**src/rtl/led_seq_pkg.sv**
```systemverilog
`timescale 1ns/1ps
package led_seq_pkg;

  localparam int PHASE_W = 4;

  typedef enum logic [2:0] {
    PS_FATAL      = 3'd0,
    PS_NOVIN      = 3'd1,
    PS_RUN        = 3'd2,
    PS_DOWN_SEQ   = 3'd3,
    PS_DOWN_NOSEQ = 3'd4,
    PS_RESET      = 3'd5
  } pwr_code_e;

  typedef enum logic [1:0] {
    BK_NONE = 2'd0,
    BK_FAST = 2'd1,
    BK_SLOW = 2'd2,
    BK_DOWN = 2'd3
  } blink_e;

  typedef struct packed {
    logic g1;
    logic r2;
    logic g3;
  } led_set_t;

  // Which blink pattern is in use for a given state.
  function automatic blink_e pick_blink(input logic [2:0] st,
                                        input logic sd,
                                        input logic done);
    blink_e m;
    m = BK_NONE;
    case (st)
      PS_RUN:        if (!done) m = sd ? BK_SLOW : BK_FAST;
      PS_DOWN_SEQ,
      PS_DOWN_NOSEQ: m = BK_DOWN;
      default:       m = BK_NONE;
    endcase
    return m;
  endfunction

  // Lit or dark for a pattern at a phase (phase unit = 1/8 s, frame = 2 s).
  function automatic logic blink_level(input blink_e m,
                                       input logic [PHASE_W-1:0] ph);
    logic lvl;
    case (m)
      BK_FAST: lvl = (ph[0] == 1'b0);
      BK_SLOW: lvl = (ph[2] == 1'b0);
      BK_DOWN: lvl = (ph[3:1] == 3'd0);
      default: lvl = 1'b0;
    endcase
    return lvl;
  endfunction

  // LED levels for a state, given the current blink level.
  function automatic led_set_t led_map(input logic [2:0] st,
                                       input logic done,
                                       input logic u1,
                                       input logic u2,
                                       input logic bl);
    led_set_t s;
    case (st)
      PS_FATAL:      s = '{g1: 1'b0, r2: 1'b0, g3: 1'b1};
      PS_NOVIN:      s = '{g1: 1'b0, r2: 1'b1, g3: 1'b0};
      PS_RUN:        s = done ? '{g1: u1, r2: u2, g3: 1'b0}
                              : '{g1: 1'b0, r2: bl, g3: 1'b1};
      PS_DOWN_SEQ:   s = '{g1: 1'b1, r2: bl, g3: 1'b0};
      PS_DOWN_NOSEQ: s = '{g1: 1'b1, r2: bl, g3: 1'b1};
      default:       s = '{g1: 1'b1, r2: 1'b1, g3: 1'b1};
    endcase
    return s;
  endfunction

endpackage

```
**src/rtl/led_mode_track.sv**
```systemverilog
`timescale 1ns/1ps
module led_mode_track
  import led_seq_pkg::*;
(
  input  logic   clk,
  input  logic   rst_n,
  input  blink_e mode_in,
  output blink_e mode_q,
  output logic   restart
);

  assign restart = (mode_in != mode_q);

  always_ff @(posedge clk) begin
    if (!rst_n) mode_q <= BK_NONE;
    else        mode_q <= mode_in;
  end

endmodule

```
**src/rtl/led_tick_gen.sv**
```systemverilog
`timescale 1ns/1ps
module led_tick_gen #(
  parameter int DIV = 8
) (
  input  logic clk,
  input  logic rst_n,
  input  logic restart,
  output logic tick
);

  generate
    if (DIV <= 1) begin : g_pass
      assign tick = !restart;
    end else begin : g_div
      localparam int CW = $clog2(DIV);
      localparam logic [CW-1:0] LAST = CW'(DIV - 1);
      logic [CW-1:0] cnt;

      assign tick = !restart && (cnt == LAST);

      // The restart edge itself counts as the first cycle of unit 0.
      always_ff @(posedge clk) begin
        if (!rst_n)        cnt <= '0;
        else if (restart)  cnt <= CW'(1);
        else if (tick)     cnt <= '0;
        else               cnt <= cnt + CW'(1);
      end
    end
  endgenerate

endmodule

```
**src/rtl/led_phase_ctr.sv**
```systemverilog
`timescale 1ns/1ps
module led_phase_ctr #(
  parameter int PW    = 4,
  parameter int START = 0
) (
  input  logic          clk,
  input  logic          rst_n,
  input  logic          restart,
  input  logic          tick,
  output logic [PW-1:0] phase
);

  always_ff @(posedge clk) begin
    if (!rst_n)       phase <= '0;
    else if (restart) phase <= PW'(START);
    else if (tick)    phase <= phase + PW'(1);
  end

endmodule

```
**src/rtl/led_status_seq.sv**
```systemverilog
`timescale 1ns/1ps
module led_status_seq
  import led_seq_pkg::*;
#(
  parameter int CLK_HZ = 50_000_000
) (
  input  logic       clk,
  input  logic       rst_n,
  input  logic [2:0] pwr_state,
  input  logic       boot_sd,
  input  logic       fpga_done,
  input  logic       user_led1,
  input  logic       user_led2,
  output logic       led1,
  output logic       led2,
  output logic       led3
);

  localparam int UNITS_PER_SEC = 8;
  localparam int TICK_DIV      = (CLK_HZ / UNITS_PER_SEC < 1) ? 1 : CLK_HZ / UNITS_PER_SEC;
  localparam int PH_START      = (TICK_DIV <= 1) ? 1 : 0;

  blink_e               mode_now;
  blink_e               mode_q;
  logic                 restart;
  logic                 tick;
  logic [PHASE_W-1:0]   phase;
  logic [PHASE_W-1:0]   phase_eff;
  logic                 blink_bit;
  led_set_t             led_next;

  assign mode_now = pick_blink(pwr_state, boot_sd, fpga_done);

  led_mode_track u_mode (
    .clk     (clk),
    .rst_n   (rst_n),
    .mode_in (mode_now),
    .mode_q  (mode_q),
    .restart (restart)
  );

  led_tick_gen #(.DIV(TICK_DIV)) u_tick (
    .clk     (clk),
    .rst_n   (rst_n),
    .restart (restart),
    .tick    (tick)
  );

  led_phase_ctr #(.PW(PHASE_W), .START(PH_START)) u_phase (
    .clk     (clk),
    .rst_n   (rst_n),
    .restart (restart),
    .tick    (tick),
    .phase   (phase)
  );

  assign phase_eff = restart ? '0 : phase;
  assign blink_bit = blink_level(mode_now, phase_eff);
  assign led_next  = led_map(pwr_state, fpga_done, user_led1, user_led2, blink_bit);

  always_ff @(posedge clk) begin
    if (!rst_n) begin
      led1 <= 1'b0;
      led2 <= 1'b0;
      led3 <= 1'b0;
    end else begin
      led1 <= led_next.g1;
      led2 <= led_next.r2;
      led3 <= led_next.g3;
    end
  end

endmodule

```
**config.mk**
```make
export PLATFORM = sky130hd
export DESIGN_NAME = led_status_seq
export DESIGN_NICKNAME = d
export VERILOG_FILES = /design/src/rtl/led_seq_pkg.sv /design/src/rtl/led_mode_track.sv /design/src/rtl/led_tick_gen.sv /design/src/rtl/led_phase_ctr.sv /design/src/rtl/led_status_seq.sv
export SDC_FILE = /design/constraint.sdc
export NUM_CORES = 1
export LEC_CHECK = 0
export ABC_CLOCK_PERIOD_IN_PS = 2850
export BUFFER_PORTS_ARGS = -buffer_cell sky130_fd_sc_hd__buf_4
export CAP_MARGIN = 10
export CELL_PAD_IN_SITES_DETAIL_PLACEMENT = 1
export CELL_PAD_IN_SITES_GLOBAL_PLACEMENT = 2
export CORE_ASPECT_RATIO = 1.25
export CORE_MARGIN = 4
export CORE_UTILIZATION = 37
export CTS_BUF_LIST = sky130_fd_sc_hd__clkbuf_2 sky130_fd_sc_hd__clkbuf_4 sky130_fd_sc_hd__clkbuf_8
export CTS_CLUSTER_DIAMETER = 40
export DETAILED_ROUTE_END_ITERATION = 10
export GPL_TIMING_DRIVEN = 0
export PLACE_DENSITY_LB_ADDON = 0.1
export SLEW_MARGIN = 10
export SYNTH_ARGS = -nofsm -noshare
export SYNTH_HDL_FRONTEND = slang
export SYNTH_SLANG_ARGS = --single-unit
```
**constraint.sdc**
```tcl
create_clock -name clk -period 2.85 [get_ports clk]
set_input_delay 0.285 -clock clk [delete_from_list [all_inputs] [get_ports clk]]
set_output_delay 0.285 -clock clk [all_outputs]
set_load 0.01 [all_outputs]
```
; After elaboration in Yosys (flattened, before gate mapping)
; Cells that the tools add are included.
[op_classes]
order_cmp = 0
div = 0
multipliers = 0
bitwise = 3
add_sub_neg = 2
shift = 0
eq_ne = 9
n_reduce_logical = 7
n_mux = 9
[op_table]
columns = operator, count
row1 = $add 23x1->23 const B, 1
row2 = $eq 23x23->1 const B, 1
row3 = $pmux 3 s5, 1
row4 = $eq 3x2->1 const B, 2
row5 = $logic_not 3->1, 2
row6 = $add 4x1->4 const B, 1
row7 = $eq 2x2->1 const B, 2
row8 = $mux 2, 2
row9 = $mux 4, 1
row10 = $pmux 2 s2, 1
row11 = $reduce_or 2->1, 2
row12 = $eq 3x1->1 const B, 1
row13 = $eq 3x3->1 const B, 1
row14 = $mux 3, 1
row15 = $not 1->1, 3
row16 = $pmux 1 s3, 1
row17 = $reduce_or 3->1, 1
row18 = $eq 2x1->1 const B, 1
row19 = $mux 1, 2
row20 = $ne 2x2->1, 1
row21 = $logic_and 1x1->1, 1
row22 = $logic_not 1->1, 1
[totals]
in_bits = 9
wordCells = 37
out_inout_bits = 3
latchBits = 0
ram_bits = 0
register_bits = 32
romBits = 0
memories = 0

; Longest topological paths before layout
; Gate-level depths: netlist of the first run.
[logic_depth]
word_depth = 9
depth_mapped = 7
ltp_nobuf = 6

; By module
; A second synthesis of the first run with hierarchy kept.
[hier_totals]
hier_cells = 171
area_unflattened_um2 = 1545.2
[modules_own_cells]
columns = mod, n_inst, cells_each, seq_area_each_um2, area_per_inst_um2
row1 = led_tick_gen, 1, 122, 460.4, 1094.8
row2 = led_status_seq, 1, 25, 60.1, 193.9
row3 = led_phase_ctr, 1, 17, 80.1, 181.4
row4 = led_mode_track, 1, 7, 40.0, 75.1

; Worst setup path after synthesis of the first run
; No wires, ideal clock.
[synth_path]
path_kind = flip-flop to flip-flop
start = reg u_tick.g_div.cnt[6]
end = reg u_phase.phase[3]
setup_time_ns = 0.071
t_arrival_ns = 2.176
path_buffers = 0
path_slack_ns = 0.603
synth_period_minus_slack_ns = 2.247
stages_incl_launch_ff = 6
t_required_ns = 2.779
cell_sequence = dfxtp_1 > or4_1 > or4_4 > or3_4 > or3_1 > a21oi_1
[synth_via]
elab_chain_len = 2
[synth_lines]
columns = item, line
row1 = "start, declared", led_tick_gen.sv:17  ; logic [CW-1:0] cnt;
row2 = "start signal, assigned", led_tick_gen.sv:26  ; else cnt <= cnt + CW'(1);
row3 = $eq 23x23->1, led_tick_gen.sv:19  ; assign tick = !restart && (cnt == LAST);
row4 = $logic_and 1x1->1, led_tick_gen.sv:19
row5 = "end signal, assigned", led_phase_ctr.sv:15  ; else if (restart) phase <= PW'(START);
row6 = "end signal, assigned", led_phase_ctr.sv:16  ; else if (tick) phase <= phase + PW'(1);
row7 = "end, declared", led_phase_ctr.sv:10  ; output logic [PW-1:0] phase
; No other way between the ends.
; A chain may end at the register's enable or synchronous reset.

; Worst setup path after layout of the first run
[layout_path]
start = reg u_tick.g_div.cnt[6]
end = reg u_tick.g_div.cnt[13]
[layout_via]
elab_chain_len = 3
word_cells_on_any_way = 4
classes_between = add/sub (1) / eq/ne (1) / reduce/logical (2)
[layout_lines]
columns = item
row1 = "parallel branches: the longest is 3 deep, another holds $add 23x1->23"
; Several ways; the timed one is not identified.

==> impl_metrics.csv, run 1 <==
group,metric,value,unit
status,status,"finished clean",
yosys,yosysSeqAreaShare,42.56,%
drt,drt-total-wl,3436,um
worst_hold_path,hp-class,"input pin to flip-flop",
critical_path,crit_cells,6,
drt,post-route-drc-count,0,
critical_path,cp_slowest_cell,"or4_4",
yosys,synth_fa_ha_area_share,1.663,%
sta,rsz0062_at_grt,"no",
critical_path,reg2reg_slack,0.45,ns
global_route,grt_max_degree,11,
yosys,ys_dominant_reg_cell,"dfxtp_1",
floorplanning,fp-row-count,25,
cts,cts_root_buf,"clkbuf_8",
yosys,syn_nets,189,
yosys,yosys-top-cells-area,"dfxtp_1 (43%), nor2_1 (8.5%), xor2_1 (8.1%)",
global_route,antenna_found_initial,0,
power,leakage,0.6423,nW
cts,hold_buffers,0,
critical_path,arrival,2.57,ns
critical_path,critPathCaptureType,"flip-flop",
final_layout,drive_gt1_share,12.76,%
cts,clock_path_buffers,2,
floorplanning,boundaryPins,12,
yosys,yosys_warnings,0,
sta,skew,0.001822,ns
critical_path,critical-path-top-delay-family,"simple AND/OR/NAND/NOR gates",
drt,vias_per_cell,5.180,
global_route,grt_pass1_wl,6168,um
worst_hold_path,whs_path_depth,3,
yosys,synth-seq-cells,32,
sta,tns,0,ns
yosys,synth_top_area_cell,"dfxtp_1",
floorplanning,initial_utilization,39.12,%
critical_path,regToRegStartpoint,"u_tick.g_div.cnt[6]$_SDFF_PP0_",
global_route,use_met3,5.092,%
yosys,synth.area.mux_share,0,%
yosys,synthXorXnorAreaFrac,13.97,%
drt,routedWlPerCell,13.74,um
cts,tritoncts,"built",
critical_path,required,3.02,ns
final_layout,mostFrequentLayoutCell,"nor2_1",
critical_path,crit_type,"flip-flop to flip-flop",
drt,drt_iter0_drc,58,
power,power_density,566.7,nW/um2
sta,slew_headroom,46.37,%
global_route,track_usage,15.54,%
floorplanning,die_w,65.05,um
cts,ctsResizeCount,0,
final_layout,n_antenna_cell,0,
placement,gp_congestion,0.8386,
final_layout,fillerInstances,477,
drt,num_vias,1295,
yosys,synth_top_area_share,42.56,%
final_layout,design_area,1774,um2
critical_path,slowest_delay,0.56,ns
global_route,busiest_layer,"met2",
floorplanning,core_area,3847,um2
floorplanning,die_area,5159,um2
cts,cts_setup_buffers,0,
global_route,met2_usage,27.94,%
drt,drt_pass1_iterations,4,
sta,finalCritPeriodShare,84.20,%
global_route,grt-ovfl-total,0,
power,power,1.005,mW
cts,cts_buffers,5,
sta,max_freq,0.4167,GHz
yosys,synthArstFlopShare,0,%
sta,finalMaxSlewViolations,0,
cts,path_clk_slew,0.07,ns
critical_path,path_max_fanout,10,
yosys,avgSynthCellArea,8.456,um2
power,irDropWorstVdd,0.3219,mV
yosys,synth.distinct_cells,38,
yosys,synth_top_family_by_area,"simple AND/OR/NAND/NOR gates",
critical_path,startpoint_type,"flip-flop",
placement,pre_cts_slack,0.4467,ns
yosys,synth_simple_gate_area_share,32.25,%
final_layout,fin_nets,206,
run,cap_violations,0,
cts,htreeDepth,2,
sta,final_hold_viol_count,0,
critical_path,crit_path_start,"u_tick.g_div.cnt[6]$_SDFF_PP0_",
yosys,syn-instance-count,178,
final_layout,area_growth,17.87,%
final_layout,layout_common_cells,"nor2_1 (34), dfxtp_1 (32), nand2_1 (15)",
placement,port_buffers,10,
final_layout,fin_util,46.11,%
yosys,netlist_area,1505,um2
sta,setup_ws,0.4504,ns
sta,min_period,2.400,ns
critical_path,worstPathCellList,"or4_1, or4_4, or3_4, nand4b_1, buf_2, nor2_1",
yosys,synth_compound_area_share,7.648,%
placement,dp_hpwl,2662,um
cts,insertion_delay,0.28,ns
sta,setup-violations-final,0,
drt,antenna_left,0,
floorplanning,die_h,79.31,um
critical_path,ff2ff_path_depth,6,
global_route,met1_usage,15.90,%
global_route,grt_pass1_vias,1413,
yosys,synth_edf_count,0,
cts,cts_sinks,32,
worst_hold_path,worstHoldStart,"pwr_state[2]",
placement,placed_area,1648,um2
sta,worst-slew-pin-transition,0.7983,ns
critical_path,path_buf_inv,1,
-- where the power goes --
group	switching [mW]	total, mW	internal, mW	leakage, nW
clock	0.166	0.475	0.308	0.0645
combinational	0.0408	0.0699	0.0291	0.318
sequential	0.00554	0.461	0.455	0.260
total	0.213	1.01	0.793	0.642
-- per-layer routing --
metal / routed length (um) / vias up
li1: - / 646
met1: 1424 / 618
met2: 1738 / 21
met3: 164 / 10
met4: 108 / 0
met5: 0 / -
-- metrics by stage --
stage          hold WS (ns)  cells
6_report             0.2580    250
2_1_floorplan        0.4024    178
5_1_grt              0.2615    250
4_1_cts              0.2547    250
3_3_place_gp         0.4633    242
3_5_place_dp         0.4946    242
-- flip-flops by register name (all words and copies together), names as in the netlist --
register	count
led1	1
led2	1
led3	1
u_mode.mode_q	2
u_phase.phase	4
u_tick.g_div.cnt	23
-- tightest hold or removal path, delay by kind of cell --
kind                   cells  cell delay [ns]
buffers and inverters      1             0.11
AND/OR/NAND/NOR            2             0.12
-- cells in the mapped netlist, types with 3 or more instances --
library cell / instances
nand2_1: 15
o211ai_1: 3
dfxtp_1: 32
a21oi_1: 6
nand3_1: 8
nor2b_1: 3
xnor2_1: 10
nand4_1: 8
o21ai_0: 3
and3_1: 6
nor2_1: 34
inv_1: 4
xor2_1: 14
nor3_1: 4
-- final timing paths --
path / to
min reg2reg: u_phase.phase[3]$_SDFFE_PP0P_
max reg2reg: u_tick.g_div.cnt[13]$_SDFF_PP0_
min: led3$_SDFF_PN0_
max: u_tick.g_div.cnt[13]$_SDFF_PP0_
-- cell type report --
type                       count  area, um2  share of cell area, %
multi-input combinational    139      835.8                  47.11
timing repair buffer          10      75.07                  4.231
clock buffer                   7      96.34                  5.430
buffer                         3      13.76                 0.7757
tap                           54      67.56                  3.808
inverter                       4      15.01                 0.8463
sequential                    32      640.6                  36.11
clock inverter                 1      30.03                  1.693
-- cells by family after synthesis --
group / Yosys count
AO/OA/AOI/OAI: 18
buffers and inverters: 7
flip-flops: 32
adder cells (fa/ha/maj): 2
AND/OR/NAND/NOR: 95
XOR/XNOR: 24
Note: power is estimated with default switching activity, not from simulation.
==> run 2: changes to the inputs <==
Settings changed: ABC_CLOCK_PERIOD_IN_PS 2850 to 2000, CORE_UTILIZATION 37 to 34.
Clock period 2.85 ns to 2 ns, I/O delays scaled along.
==> run 2 against run 1 <==
Non-clock buffer count rose by 8. Clock-buffer cell count rose by 1. The run now ends with setup timing left. Largest power group is now registers. Sequential cell count did not move. Final cell count rose by 4.0%. Worst setup slack got worse by 0.77 ns. Routed wire length rose by 9.7%. Die area rose by 7.8%. Sequential share of layout area fell by 2.2 points. Combinational power rose by 90%. Sequential power rose by 42%.
==> impl_metrics.csv, run 2 (synthesis results as in run 1) <==
group,metric,value,unit
final_layout,n_antenna_cell,0,
global_route,antenna_found_initial,0,
floorplanning,core_area,4197,um2
final_layout,drive_gt1_share,26.47,%
power,power,1.326,mW
drt,num_vias,1338,
sta,final_hold_viol_count,0,
cts,tritoncts,"built",
power,leakage,0.7085,nW
sta,finalMaxSlewViolations,0,
sta,finalCritPeriodShare,116.1,%
final_layout,reg_top3,"u_tick.g_div.cnt x23, u_phase.phase x4, u_mode.mode_q x2",
floorplanning,boundaryPins,12,
critical_path,crit_type,"flip-flop to flip-flop",
cts,cts_sinks,32,
sta,slew_headroom,38.20,%
critical_path,startpoint_type,"flip-flop",
final_layout,largest_reg_flops,23,
global_route,met2_usage,30.57,%
global_route,track_usage,14.97,%
sta,worst-slew-pin-transition,0.9200,ns
sta,rsz0062_at_grt,"yes",
floorplanning,initial_utilization,35.87,%
sta,tns,-7.471,ns
drt,post-route-drc-count,0,
final_layout,regMostFlops,"u_tick.g_div.cnt",
critical_path,critPathCaptureType,"flip-flop",
sta,max_freq,0.4305,GHz
power,power_density,691.5,nW/um2
critical_path,required,2.17,ns
drt,antenna_left,0,
critical_path,path_max_fanout,5,
final_layout,design_area,1917,um2
cts,htreeDepth,2,
global_route,use_met3,3.654,%
final_layout,layout_common_cells,"dfxtp_1 (27), nor2_1 (22), nand2_1 (15)",
placement,port_buffers,10,
global_route,grt_max_degree,10,
placement,placed_area,1657,um2
placement,dp.cells,244,
final_layout,fin_util,45.68,%
global_route,grt-ovfl-total,0,
status,violations,"setup timing",
run,cap_violations,0,
critical_path,arrival,2.49,ns
drt,drt_iter0_drc,27,
sta,hold_slack,0.1766,ns
sta,setup-violations-final,26,
drt,drt-total-wl,3769,um
cts,cts_root_buf,"clkbuf_8",
sta,setup_ws,-0.3229,ns
global_route,busiest_layer,"met2",
floorplanning,fp-row-count,26,
status,status,"finished, violations left",
cts,path_clk_slew,0.07,ns
floorplanning,die_w,67.51,um
sta,min_period,2.323,ns
cts,insertion_delay,0.28,ns
global_route,grt_pass1_wl,6327,um
final_layout,mostFrequentLayoutCell,"dfxtp_1",
placement,gp_congestion,0.7454,
drt,routedWlPerCell,14.50,um
floorplanning,die_area,5562,um2
placement,pre_cts_slack,-0.4171,ns
final_layout,area_growth,27.35,%
cts,cts_buffers,5,
power,irDropWorstVdd,0.4048,mV
global_route,met1_usage,14.45,%
sta,skew,0.004081,ns
final_layout,finalNonFillerCells,260,
global_route,grt_pass1_vias,1395,
cts,clock_path_buffers,2,
drt,drt_pass1_iterations,3,
final_layout,fin_nets,214,
drt,vias_per_cell,5.146,
placement,dp_hpwl,2761,um
floorplanning,die_h,82.39,um
worst_hold_path,hp-class,"input pin to flip-flop",
-- run 2: changes by cell type in the layout (fill, tap and decap cells not counted), sizes merged --
cell	previous run	this run
bufinv	1	0
buf	12	20
clkbuf	8	9
-- run 2: routing by layer --
layer	vias up	wire (um)
met1	650	1458
li1	667	-
met3	5	137
met2	16	2128
met5	-	0
met4	0	45
-- run 2: final timing paths --
path / from / end / slack, ns / cells past startpoint
min reg2reg: u_phase.phase[1]$_SDFFE_PP0P_ / u_phase.phase[1]$_SDFFE_PP0P_ / 0.50 / 2
min: pwr_state[2] / led1$_SDFF_PN0_ / 0.18 / 3
max: u_tick.g_div.cnt[6]$_SDFF_PP0_ / u_tick.g_div.cnt[6]$_SDFF_PP0_ / -0.32 / 7
max reg2reg: u_tick.g_div.cnt[6]$_SDFF_PP0_ / u_tick.g_div.cnt[6]$_SDFF_PP0_ / -0.32 / 7
-- run 2: cell type report --
type | count | area (um2)
Clock buffer | 8 | 97.59
Timing Repair Buffer | 18 | 150.1
Fill cell | 498 | 2280
Buffer | 3 | 30.03
Multi-Input combinational cell | 139 | 904.6
Inverter | 4 | 15.01
Tap cell | 56 | 70.07
Sequential cell | 32 | 649.4
-- run 2: repair_timing --
item                                    CTS  global route
hold endpoints to repair                  0             0
endpoints found under the setup margin   26            26
resized for setup                        19            14
cloned                                    2             0
pin swaps                                21             3
hold buffers                              0             0
setup buffers                             5             1
-- run 2: power by group --
part           total, mW  internal (mW)  leakage [nW]  switching, mW
clock              0.537          0.308        0.0523          0.229
combinational      0.133         0.0621         0.394         0.0711
sequential         0.655          0.648         0.262        0.00759
total               1.33           1.02         0.708          0.308
-- run 2: worst max-delay path, stage by stage (launching register included) --
cell and delay [ns]:
dfxtp_4 0.34, or4_4 0.50, or4_4 0.56, or3_4 0.38, nand4b_1 0.13, buf_6 0.14, buf_8 0.13, nor2_1 0.04
==> run 3: changes to the inputs <==
Settings changed: REMOVE_ABC_BUFFERS set to 1.
==> run 3 against run 2 <==
The run still ends with setup timing left. First-iteration DRC count grew 59%. Global-route usage grew 0.50 points. Clock skew grew 0.0035 ns. Clock power shrank 0.7%. Die area is the same. Power shrank 1.2%. Register-to-register slack is essentially flat. Critical path type unchanged. Largest cell class unchanged.
==> impl_metrics.csv, run 3 (synthesis results as in run 1) <==
group,metric,value,unit
drt,antenna_left,0,
final_layout,area_growth,26.85,%
global_route,track_usage,15.48,%
critical_path,required,2.21,ns
power,clockPowerShare,40.7,%
cts,cts_sinks,32,
global_route,antenna_found_initial,0,
final_layout,design_area,1909,um2
global_route,grt_pass1_vias,1407,
critical_path,path_max_fanout,5,
final_layout,fin_util,45.50,%
worst_hold_path,whs_path_depth,3,
placement,placed_area,1644,um2
final_layout,drive_gt1_share,24.63,%
sta,finalMaxSlewViolations,0,
floorplanning,die_area,5562,um2
sta,finalCritPeriodShare,115.6,%
run,cap_violations,0,
cts,cts_root_buf,"clkbuf_8",
cts,hold_buffers,0,
drt,post-route-drc-count,0,
placement,pre_cts_slack,-0.7779,ns
power,switching_share,23.00,%
critical_path,crit_type,"flip-flop to flip-flop",
global_route,grt-ovfl-total,0,
critical_path,critPathCaptureType,"flip-flop",
global_route,grt_pass1_wl,6555,um
drt,routedWlPerCell,14.66,um
floorplanning,die_h,82.39,um
sta,skew,0.007555,ns
power,power_density,685.9,nW/um2
final_layout,regMostFlops,"u_tick.g_div.cnt",
floorplanning,fp-row-count,26,
drt,drt-total-wl,3797,um
sta,tns,-6.689,ns
sta,final_hold_viol_count,0,
cts,htreeDepth,2,
power,irDropWorstVdd,0.3320,mV
status,status,"finished, violations left",
global_route,grt_max_degree,12,
sta,setup_ws,-0.3121,ns
power,pwr-share-comb,9.5,%
drt,drt_pass1_iterations,4,
final_layout,n_antenna_cell,0,
cts,path_clk_slew,0.07,ns
placement,port_buffers,11,
status,violations,"setup timing",
cts,insertion_delay,0.28,ns
drt,drt_iter0_drc,43,
sta,max_freq,0.4325,GHz
drt,num_vias,1331,
final_layout,fillerInstances,500,
critical_path,startpoint_type,"flip-flop",
final_layout,reg_top3,"u_tick.g_div.cnt x23, u_phase.phase x4, u_mode.mode_q x2",
sta,slew_headroom,47.47,%
sta,rsz0062_at_grt,"yes",
sta,setup-violations-final,26,
cts,cts_buffers,5,
worst_hold_path,hp-class,"input pin to flip-flop",
floorplanning,core_area,4197,um2
power,power_frac_seq,49.8,%
power,p_sw,301.3,uW
cts,tritoncts,"built",
final_layout,layout_common_cells,"nor2_1 (28), dfxtp_1 (28), buf_4 (16)",
drt,vias_per_cell,5.139,
placement,dp_hpwl,2521,um
power,leakage,0.7099,nW
final_layout,largest_reg_flops,23,
critical_path,ff2ff_path_depth,5,
sta,worst-slew-pin-transition,0.7820,ns
floorplanning,die_w,67.51,um
final_layout,fin_nets,213,
placement,gp_congestion,0.7530,
power,power.internal,1.008,mW
cts,clock_path_buffers,2,
floorplanning,initial_utilization,35.87,%
sta,min_period,2.312,ns
floorplanning,boundaryPins,12,
critical_path,arrival,2.53,ns
run 3: cell types whose count changed in the layout (fill, tap and decap cells not counted), moves of 2 or more:
| cell | change |
|---|---|
| buf_4 | +2 |
| nor2_1 | +6 |
| dfxtp_2 | -3 |
| nor2_2 | -5 |
| dfxtp_4 | +2 |
| buf_6 | -3 |
run 3: per-layer routing:
metal  GRT usage [%]  vias up  part of all wire [%]
li1                -      662                     -
met1           17.43      636                    43
met2           27.75       29                    52
met3           3.248        4                   3.6
met4           6.491        0                   1.0
met5               0        -                     0
run 3: final cells by class:
| class | count | area [um2] | area share (%) |
|---|---|---|---|
| well taps | 56 | 70.07 | 3.670 |
| repair buffers | 19 | 162.7 | 8.519 |
| inverters | 4 | 15.01 | 0.7864 |
| multi-input cells | 140 | 910.9 | 47.71 |
| flip-flops and latches | 32 | 653.1 | 34.21 |
| clock buffers | 8 | 97.59 | 5.111 |
run 3: per-stage QoR:
step / cells / total power [mW] / hold slack, ns
finish: 259 / 1.310 / 0.1874
global route: 259 / 1.371 / 0.2116
CTS: 257 / 1.329 / 0.1846
detailed placement: 242 / 0.7679 / 0.4734
global placement: 242 / 0.7652 / 0.4669
floorplan: 175 / 0.7223 / 0.3174
run 3: power by group through the flow:
stage | Sequential (mW) | Clock [mW] | Combinational (mW)
2_1_floorplan | 0.672 | 0 | 0.0504
3_3_place_gp | 0.670 | 0 | 0.0952
3_5_place_dp | 0.671 | 0 | 0.0971
4_1_cts | 0.655 | 0.553 | 0.121
5_1_grt | 0.654 | 0.579 | 0.138
6_report | 0.653 | 0.533 | 0.124
run 3: critical path: stages (launching register included):
cell     delay (ns)
dfxtp_4        0.35
or4_4          0.52
or4_4          0.55
or3_4          0.38
or3_4          0.34
a21oi_2        0.11
run 3: path summary, 6_finish.rpt:
| kind | end | slack (ns) | from |
|---|---|---|---|
| min reg2reg | u_phase.phase[1]$_SDFFE_PP0P_ | 0.50 | u_phase.phase[1]$_SDFFE_PP0P_ |
| max reg2reg | u_phase.phase[3]$_SDFFE_PP0P_ | -0.31 | u_tick.g_div.cnt[8]$_SDFF_PP0_ |
| max | u_phase.phase[3]$_SDFFE_PP0P_ | -0.31 | u_tick.g_div.cnt[8]$_SDFF_PP0_ |
| min | led1$_SDFF_PN0_ | 0.19 | pwr_state[2] |
run 3: repair_timing:
item,CTS,global route
endpoints found under the setup margin,26,26
pin swaps,18,4
cloned,1,0
gates resized for setup,11,14
buffers inserted,6,2
